===== src/rtl/ata_strb_pkg.sv =====
package ata_strb_pkg;
  localparam int TW   = 32;
  localparam int PH_W = 5;

  typedef enum logic [1:0] {ST_IDLE, ST_LEAD, ST_ACT} st_e;

  typedef struct packed {
    logic [PH_W-1:0] act;
    logic [PH_W-1:0] inact;
    logic [PH_W-1:0] setup;
  } phase_len_t;

  // field positions of the timing word
  localparam int D_INACT_LO = 0,  D_INACT_HI = 3;
  localparam int D_ACT_LO   = 4,  D_ACT_HI   = 8;
  localparam int C_INACT_LO = 9,  C_INACT_HI = 12;
  localparam int C_ACT_LO   = 13, C_ACT_HI   = 17;
  localparam int D_SET_LO   = 22, D_SET_HI   = 24;
  localparam int C_SET_LO   = 25, C_SET_HI   = 27;
  localparam int FIFO_BIT   = 31;
endpackage


===== src/rtl/ata_strb_timing_sel.sv =====
module ata_strb_timing_sel
  import ata_strb_pkg::*;
(
  input  logic [TW-1:0] word_i,
  input  logic          is_cmd_i,
  output phase_len_t    len_o
);
  phase_len_t dat_len, cmd_len;

  always_comb begin
    dat_len = '0;
    cmd_len = '0;
    dat_len.act   = PH_W'(word_i[D_ACT_HI:D_ACT_LO]);
    dat_len.inact = PH_W'(word_i[D_INACT_HI:D_INACT_LO]);
    dat_len.setup = PH_W'(word_i[D_SET_HI:D_SET_LO]);
    cmd_len.act   = PH_W'(word_i[C_ACT_HI:C_ACT_LO]);
    cmd_len.inact = PH_W'(word_i[C_INACT_HI:C_INACT_LO]);
    cmd_len.setup = PH_W'(word_i[C_SET_HI:C_SET_LO]);
    len_o = is_cmd_i ? cmd_len : dat_len;
  end
endmodule


===== src/rtl/ata_strb_down_ctr.sv =====
module ata_strb_down_ctr #(
  parameter int W = 5
) (
  input  logic         clk_i,
  input  logic         rst_ni,
  input  logic         load_i,
  input  logic [W-1:0] val_i,
  input  logic         dec_i,
  output logic [W-1:0] q_o,
  output logic         zero_o
);
  logic [W-1:0] q;

  always_ff @(posedge clk_i or negedge rst_ni) begin
    if (!rst_ni)                  q <= '0;
    else if (load_i)              q <= val_i;
    else if (dec_i && q != '0)    q <= q - W'(1);
  end

  assign q_o    = q;
  assign zero_o = (q == '0);


  no_wrap_chk: assert property (@(posedge clk_i) disable iff (!rst_ni)
    (!load_i && q == '0) |=> (q == '0));
endmodule


===== src/rtl/ata_strb_seq.sv =====
module ata_strb_seq
  import ata_strb_pkg::*;
#(
  parameter int CNT_W = 8
) (
  input  logic             clk_i,
  input  logic             rst_ni,
  input  logic             start_i,
  input  logic [CNT_W-1:0] count_i,
  input  phase_len_t       new_len_i,
  input  phase_len_t       cur_len_i,
  output logic             accept_o,
  output logic             active_o,
  output logic             busy_o,
  output logic             cycle_done_o,
  output logic             burst_done_o
);
  st_e st_q, st_d;
  logic            ph_load, ph_zero;
  logic [PH_W-1:0] ph_val, ph_q;
  logic            bt_load, bt_dec, bt_zero;
  logic [CNT_W-1:0] bt_val, bt_q;
  logic            bt_last;

  ata_strb_down_ctr #(.W(PH_W)) u_ph_ctr (
    .clk_i, .rst_ni, .load_i(ph_load), .val_i(ph_val), .dec_i(1'b1),
    .q_o(ph_q), .zero_o(ph_zero));

  ata_strb_down_ctr #(.W(CNT_W)) u_bt_ctr (
    .clk_i, .rst_ni, .load_i(bt_load), .val_i(bt_val), .dec_i(bt_dec),
    .q_o(bt_q), .zero_o(bt_zero));

  assign bt_val  = (count_i == '0) ? CNT_W'(1) : count_i;
  assign bt_last = (bt_q == CNT_W'(1));

  always_comb begin
    st_d         = st_q;
    ph_load      = 1'b0;
    ph_val       = '0;
    bt_load      = 1'b0;
    bt_dec       = 1'b0;
    accept_o     = 1'b0;
    cycle_done_o = 1'b0;
    burst_done_o = 1'b0;
    unique case (st_q)
      ST_IDLE: if (start_i) begin
        accept_o = 1'b1;
        ph_load  = 1'b1;
        ph_val   = new_len_i.setup;
        bt_load  = 1'b1;
        st_d     = ST_LEAD;
      end
      ST_LEAD: if (ph_zero) begin
        ph_load = 1'b1;
        ph_val  = cur_len_i.act;
        st_d    = ST_ACT;
      end
      ST_ACT: if (ph_zero) begin
        cycle_done_o = 1'b1;
        if (bt_last) begin
          burst_done_o = 1'b1;
          st_d         = ST_IDLE;
        end else begin
          ph_load = 1'b1;
          ph_val  = cur_len_i.inact;
          bt_dec  = 1'b1;
          st_d    = ST_LEAD;
        end
      end
      default: st_d = ST_IDLE;
    endcase
  end

  always_ff @(posedge clk_i or negedge rst_ni) begin
    if (!rst_ni) st_q <= ST_IDLE;
    else         st_q <= st_d;
  end

  assign active_o = (st_q == ST_ACT);
  assign busy_o   = (st_q != ST_IDLE);


  burst_cnt_live_chk: assert property (@(posedge clk_i) disable iff (!rst_ni)
    busy_o |-> !bt_zero);


  busy_fall_chk: assert property (@(posedge clk_i) disable iff (!rst_ni)
    burst_done_o |=> !busy_o);


  burst_on_cycle_chk: assert property (@(posedge clk_i) disable iff (!rst_ni)
    burst_done_o |-> (cycle_done_o && active_o));


  no_accept_busy_chk: assert property (@(posedge clk_i) disable iff (!rst_ni)
    busy_o |-> !accept_o);
endmodule


===== src/rtl/ata_strb_gen.sv =====
module ata_strb_gen
  import ata_strb_pkg::*;
#(
  parameter int CNT_W = 8
) (
  input  logic             clk_i,
  input  logic             rst_ni,
  input  logic             start_i,
  input  logic             is_cmd_i,
  input  logic             write_i,
  input  logic [CNT_W-1:0] count_i,
  input  logic [TW-1:0]    timing_i,
  output logic             rd_strobe_no,
  output logic             wr_strobe_no,
  output logic             cycle_done_o,
  output logic             burst_done_o,
  output logic             busy_o,
  output logic             fifo_en_o
);
  logic [TW-1:0] word_q;
  logic          cmd_q, dir_q;
  logic          accept, active;
  phase_len_t    new_len, cur_len;

  ata_strb_timing_sel u_sel_new (.word_i(timing_i), .is_cmd_i(is_cmd_i), .len_o(new_len));
  ata_strb_timing_sel u_sel_cur (.word_i(word_q),   .is_cmd_i(cmd_q),    .len_o(cur_len));

  ata_strb_seq #(.CNT_W(CNT_W)) u_seq (
    .clk_i, .rst_ni, .start_i, .count_i,
    .new_len_i(new_len), .cur_len_i(cur_len),
    .accept_o(accept), .active_o(active), .busy_o,
    .cycle_done_o, .burst_done_o);

  always_ff @(posedge clk_i or negedge rst_ni) begin
    if (!rst_ni) begin
      word_q <= '0;
      cmd_q  <= 1'b0;
      dir_q  <= 1'b0;
    end else if (accept) begin
      word_q <= timing_i;
      cmd_q  <= is_cmd_i;
      dir_q  <= write_i;
    end
  end

  assign rd_strobe_no = ~(active & ~dir_q);
  assign wr_strobe_no = ~(active &  dir_q);
  assign fifo_en_o    = word_q[FIFO_BIT];


  no_dual_strobe_chk: assert property (@(posedge clk_i) disable iff (!rst_ni)
    (rd_strobe_no || wr_strobe_no));


  idle_high_chk: assert property (@(posedge clk_i) disable iff (!rst_ni)
    !busy_o |-> (rd_strobe_no && wr_strobe_no && !cycle_done_o));


  word_hold_chk: assert property (@(posedge clk_i) disable iff (!rst_ni)
    busy_o |=> ($stable(word_q) && $stable(cmd_q) && $stable(dir_q)));


  done_in_strobe_chk: assert property (@(posedge clk_i) disable iff (!rst_ni)
    cycle_done_o |-> !(rd_strobe_no && wr_strobe_no));
endmodule


===== config.mk =====
export PLATFORM = sky130hd
export DESIGN_NAME = ata_strb_gen
export DESIGN_NICKNAME = d
export VERILOG_FILES = /design/src/rtl/ata_strb_pkg.sv /design/src/rtl/ata_strb_timing_sel.sv /design/src/rtl/ata_strb_down_ctr.sv /design/src/rtl/ata_strb_seq.sv /design/src/rtl/ata_strb_gen.sv
export SDC_FILE = /design/constraint.sdc
export NUM_CORES = 1
export LEC_CHECK = 0
export CORE_ASPECT_RATIO = 0.9
export CORE_MARGIN = 8
export CORE_UTILIZATION = 40
export DETAILED_ROUTE_END_ITERATION = 8
export DONT_BUFFER_PORTS = 1
export GPL_ROUTABILITY_DRIVEN = 0
export MAX_ROUTING_LAYER = met4
export PLACE_DENSITY = 0.6
export SYNTH_ARGS = -nofsm -noshare
export SYNTH_HDL_FRONTEND = slang
export SYNTH_SLANG_ARGS = --single-unit
export TNS_END_PERCENT = 5

===== constraint.sdc =====
create_clock -name clk_i -period 3.58 [get_ports clk_i]
set_input_delay 0.537 -clock clk_i [delete_from_list [all_inputs] [get_ports clk_i]]
set_output_delay 0.537 -clock clk_i [all_outputs]
set_load 0.005 [all_outputs]

# Yosys cells after proc, flatten, opt, wreduce, memory -nomap -nowiden
# Cells that the tools add are included.
word_totals:
  wordCells: 57
  input_bits: 45
  regBits: 49
classes:
  eq_ne: 6
  n_reduce_logical: 10
  addsub: 2
  n_bitwise: 5
  mux: 28
op_table:
  columns: ["cell", "n"]
  rows:
  - ["2-to-1 mux 5 bit", 5]
  - ["2-to-1 mux 8 bit", 3]
  - ["2-to-1 mux 15 bit", 1]
  - ["case mux 5 bit (3 select lines)", 1]
  - ["2-to-1 mux 1 bit", 11]
  - ["equality test 8 x 1 -> 1 bit (second input constant)", 1]
  - ["zero test 8 bit", 1]
  - ["nonzero test 8 bit", 1]
  - ["subtractor 8 x 1 -> 8 bit (second input constant)", 1]
  - ["2-to-1 mux 2 bit", 3]
  - ["2-to-1 mux 3 bit", 2]
  - ["case mux 2 bit (3 select lines)", 1]
  - ["nonzero test 2 bit", 3]
  - ["zero test 5 bit", 1]
  - ["nonzero test 5 bit", 1]
  - ["subtractor 5 x 1 -> 5 bit (second input constant)", 1]
  - ["inequality test 2 x 1 -> 1 bit (second input constant)", 2]
  - ["inverter 1 bit", 3]
  - ["case mux 1 bit (3 select lines)", 1]
  - ["AND reduction 3 bit", 1]
  - ["bitwise AND 1 bit", 2]
  - ["equality test 2 x 1 -> 1 bit (second input constant)", 1]
  - ["equality test 2 bit (second input constant)", 1]
  - ["zero test 2 bit", 1]
  - ["other kinds (2)", 2]

# Logic depth before layout (Yosys ltp)
depth:
  depth_word: 7
  depth_mapped: 7
  ltp_nobuf: 7

# Cells and area by module
# Synthesis repeated with hierarchy kept, for this count alone.
hier_totals:
  hier_cells: 240
  hier_area_um2: 3017.9
by_module_without_submodules:
  columns: ["module", "seq_area_each_um2", "n_inst", "area_each_um2", "cells_each"]
  rows:
  - ["ata_strb_gen", 850.8, 1, 1427.6, 74]
  - ["ata_strb_down_ctr (u_seq.u_bt_ctr)", 200.2, 1, 528.0, 58]
  - ["ata_strb_timing_sel", 0.0, 2, 210.2, 17]
  - ["ata_strb_seq", 50.0, 1, 337.8, 42]
  - ["ata_strb_down_ctr (u_seq.u_ph_ctr)", 125.1, 1, 304.0, 32]

# Worst setup path after synthesis
# Ideal clock, no wire load.
synth_path:
  path_kind: "register to register"
  start: "register u_seq.u_ph_ctr.q[0] (netlist: u_seq.u_ph_ctr.q_o[0])"
  end: "register u_seq.u_bt_ctr.q[4] (netlist: u_seq.u_bt_ctr.q_o[4])"
  path_buffers: 0
  path_stages_with_launch: 7
  slack_ns: 1.570
  arrival_time_ns: 1.882
  synth_period_minus_slack_ns: 2.010
  cell_sequence: "dfrtp_1 inv_1 ha_1 nor4b_4 nand2_2 or4_2 o311a_2"
synth_via:
  elab_chain_cells: 5
synth_rtl:
  columns: ["element", "line", "text"]
  rows:
  - ["from (decl)", "ata_strb_down_ctr.sv:12", "logic [W-1:0] q;"]
  - ["from (signal assigned)", "ata_strb_down_ctr.sv:16", "else if (load_i) q <= val_i;"]
  - ["from (signal assigned)", "ata_strb_down_ctr.sv:17", "else if (dec_i && q != '0) q <= q - W'(1);"]
  - ["zero test 5 bit", "ata_strb_down_ctr.sv:21", "assign zero_o = (q == '0);"]
  - ["2-to-1 mux 1 bit", "ata_strb_seq.sv:58", "ST_ACT: if (ph_zero) begin"]
  - ["2-to-1 mux 1 bit", "ata_strb_seq.sv:45", "unique case (st_q)"]
  - ["logical AND 1 bit", "ata_strb_down_ctr.sv:17", null]
  - ["nonzero test 2 bit (no line)", null, null]
  - ["to (signal assigned)", "ata_strb_down_ctr.sv:16", null]
  - ["to (signal assigned)", "ata_strb_down_ctr.sv:17", null]
  - ["to (decl)", "ata_strb_down_ctr.sv:12", null]
# No other way between the ends.
# A chain may end at the register's enable or synchronous reset.

# Final worst setup path
layout_path:
  start: "register u_seq.u_ph_ctr.q[0] (netlist: u_seq.u_ph_ctr.q_o[0])"
  end: "output port burst_done_o"
layout_via:
  elab_chain_cells: 3
layout_rtl:
  columns: ["element", "line", "text"]
  rows:
  - ["zero test 5 bit", "ata_strb_down_ctr.sv:21", null]
  - ["2-to-1 mux 1 bit", "ata_strb_seq.sv:58", null]
  - ["2-to-1 mux 1 bit", "ata_strb_seq.sv:45", null]
  - ["to (decl)", "ata_strb_gen.sv:16", "output logic burst_done_o,"]
# No other way between the ends.

==> impl_summary.md <==
Finish
Of the cells placed in the final design, the portion with a size suffix greater than 1 is 0.145. The layout has 473 filler cells. The area growth from synthesis to layout is 8.29%. Leaving out fill and tap cells, the most frequent cell in the layout is nand2_1. The number of antenna repair diodes is 0. The final net count is 269. The fraction of the core area covered by cells at the end of the flow is 0.450. In the layout the commonest cells are nand2_1 (71), dfrtp_1 (36), nor2_1 (10).

Power
Power spread over the standard cell area amounts to 788 nW/um2. The proportion of total power due to net switching is 0.381. The analysis attributes to net switching a power of 0.652 mW. Of the total power, the clock network draws 0.177. The power share of the combinational group is 0.364. The internal portion of total power is 1.06 mW. In this run the static leakage power is 0.987 nW. IR analysis of the VDD net gives a maximum drop of 0.304 mV. Of the total power, registers draw 0.459.

Worst setup path
The largest fanout of any net on the critical path is 9. The start point of the critical path is u_seq.u_ph_ctr.q_o[0]. The destination of the worst register-to-register timing path is u_seq.u_ph_ctr.q_o[1]. In this run the critical register-to-register path is launched from u_seq.u_ph_ctr.q_o[0]. In this run the register-to-register setup slack is 1.32 ns.

The logic depth of the worst register-to-register path is 6. The critical path data required time is 3.04 ns. The arrival time reported for the critical path endpoint is 2.12 ns. The worst setup path is captured at a primary output. The kind of start point of the critical path is a flip-flop.

The critical path is of the flip-flop to primary output type.

Clock tree
The number of hold buffers added after CTS was 1. Buffers added to address setup during post-CTS repair amount to 0. Clock latency on the worst-skew pair, taken at its later pin, is 0.29 ns. The maximum buffer depth of the clock tree is 2. The number of clock sinks seen by CTS is 36. Post-CTS repair changed the size of 0 cells.

The library cell used as clock root buffer is clkbuf_8. The H-tree was split into 2 levels. The clock tree from TritonCTS is done.

After clock tree synthesis, the clock-pin slew on the worst setup and hold paths is 0.08 ns. The total CTS buffers is 5.

Die
The die is 83.2 um tall. The floorplan has 24 rows. The die covers 7550 um2. The effective utilization at floorplan is 0.415. 51 I/O pins were placed.

The floorplan step set the die width to 90.7 um. The area of the core is 4830 um2.

Logic synthesis
In this run, distinct cell masters in the synthesized netlist total 52. Counting every instance in the synthesized netlist gives 220. The share of the Yosys chip area taken by registers is 0.449. In this run, synthesis produced a sequential element count of 36.

The total nets after synthesis is 269. Among all flip-flop cells after synthesis, the most frequent one is dfrtp_1. The warning count from the yosys run is 0. The post-synth design cell area is 2010 um2.

In this run the mean area of a mapped cell was 9.13 um2. The fraction of registers with async set or reset after synthesis is 1.00. The number of enable-type register cells in the synthesized netlist is 0.

STA
For the pin with the worst max-slew slack, the measured transition is 1.13 ns. On the final layout, the worst clock skew is 0.00868 ns. In the finished design, the share of the clock period the worst path needs comes to 0.743. The time the final worst path needs with I/O delays and setup is 2.66 ns. The number of hold violations in the final report was 0. The final sum of negative setup slack is 0 ns. The number of pins exceeding their max-slew limit in the final report is 0.

The worst-case hold slack is 0.0719 ns. Setup repair after global routing left no endpoint under its margin. Setup violations remaining at the end of the flow were counted as 0. The highest achievable clock rate is 376 MHz.

The relative slew slack is 0.246.

Global route
The remaining global-route overflow is 0. Entering global routing, the biggest net connects 37 pins. The number of antenna violations at the first check in global routing is 0.

In the global route stage, overall resource usage came out at 0.132. The first global-routing pass estimated 7.85 mm of wire. The via count of the first global-routing pass is 1598.

Drt
The DRC violation count after routing is 0. Once detail routing completed, the nets flagged for antenna violations numbered 0. The count of routing violations after the opening detailed-route iteration is 106. The average wire per cell in the routed design is 16.1 um.

For this block, the via count after detailed routing is 1523. The final wirelength is 4.61 mm. The pre-antenna-repair detailed-routing pass consisted of 4 iterations.

The post-detailed-route via-to-cell ratio is 5.33.

Placed design
The half-perimeter wire length of the detailed placement result is 3.33 mm. The quantity of I/O buffers inserted on ports is 0.

Status
The flow ran to the end, and the final reports show no timing, DRC or antenna violations.

Worst hold path
The path class of the lowest-slack min-delay path is input port to async pin.

Flow run
The max-capacitance violation count is 0.
[worst max-delay path, stage by stage (launching register included)]
cell	delay, ns
dfrtp_1	0.39
inv_1	0.11
ha_1	0.21
nor4b_4	0.40
nand2_2	0.22
inv_1	0.25
and3_1	0.25
[through the flow]
step	worst slack [ns]	instance area, um2	power, mW	std cells
3_3_place_gp	1.25	2060	1.40	277
6_report	0.920	2170	1.71	286
5_1_grt	0.771	2170	1.86	286
4_1_cts	0.895	2170	1.73	286
3_5_place_dp	1.22	2060	1.41	277
2_1_floorplan	1.57	2010	1.27	220
[per-layer routing]
layer  share of wire  vias up  global-route usage
met5               0        -                   -
met4           0.019        0              0.0574
met3           0.051        8              0.0423
met2            0.44       37               0.180
met1            0.49      708               0.174
li1                -      770                   -
[layout make-up]
| cell class | instances | area [um2] | area share |
|---|---|---|---|
| clock buffer | 7 | 86.3 | 0.0397 |
| clock inverter | 1 | 7.51 | 0.00345 |
| inverter | 8 | 30.0 | 0.0138 |
| multi-input combinational | 167 | 1040 | 0.479 |
| sequential | 36 | 901 | 0.414 |
| tap | 65 | 81.3 | 0.0374 |
| timing repair buffer | 2 | 27.5 | 0.0127 |
[cells in the mapped netlist, types with 3 or more instances]
library cell  number  area, um2
o41ai_1            4       35.0
mux2i_1            7       70.1
nor3_1             3       15.0
mux2_2             6       67.6
o21ai_0            4       20.0
o22ai_1            3       18.8
dfrtp_1           36        901
nor2_1            10       37.5
ha_1               4       50.1
or4_1              3       22.5
nand2b_1           3       18.8
clkbuf_1           6       22.5
a31oi_1            3       18.8
inv_1              8       30.0
nand2_1           71        267
or2_2              4       25.0
[worst max-delay path by stage]
stage / endpoint / slack (ns)
after floorplan: u_seq.u_bt_ctr.q_o[4] / 1.57
after global placement: burst_done_o / 1.25
after detailed placement: burst_done_o / 1.22
after CTS: burst_done_o / 0.89
after global routing: burst_done_o / 0.77
final: burst_done_o / 0.92
[power by group through the flow]
stage          Clock, mW  Combinational (mW)  Sequential (mW)
2_1_floorplan          0               0.551            0.722
3_3_place_gp           0               0.607            0.789
3_5_place_dp           0               0.611            0.795
4_1_cts            0.312               0.629            0.786
5_1_grt            0.332               0.702            0.822
6_report           0.303               0.624            0.786
[registers in the layout, indices dropped and copies added, names as in the netlist]
signal	cells
cmd_q	1
u_seq.u_ph_ctr.q_o	5
word_q	19
u_seq.u_bt_ctr.q_o	8
u_seq.st_q	2
dir_q	1
[kinds of logic after synthesis]
family / synth area share
and+or+nand+nor: 0.288
DFF: 0.449
AOI/OAI and AO/OA: 0.121
buffers and inverters: 0.0355
muxes: 0.0685
adders and majority gates: 0.0249
xor gates and xnor gates: 0.0131
(Power assumes the default switching activity.)
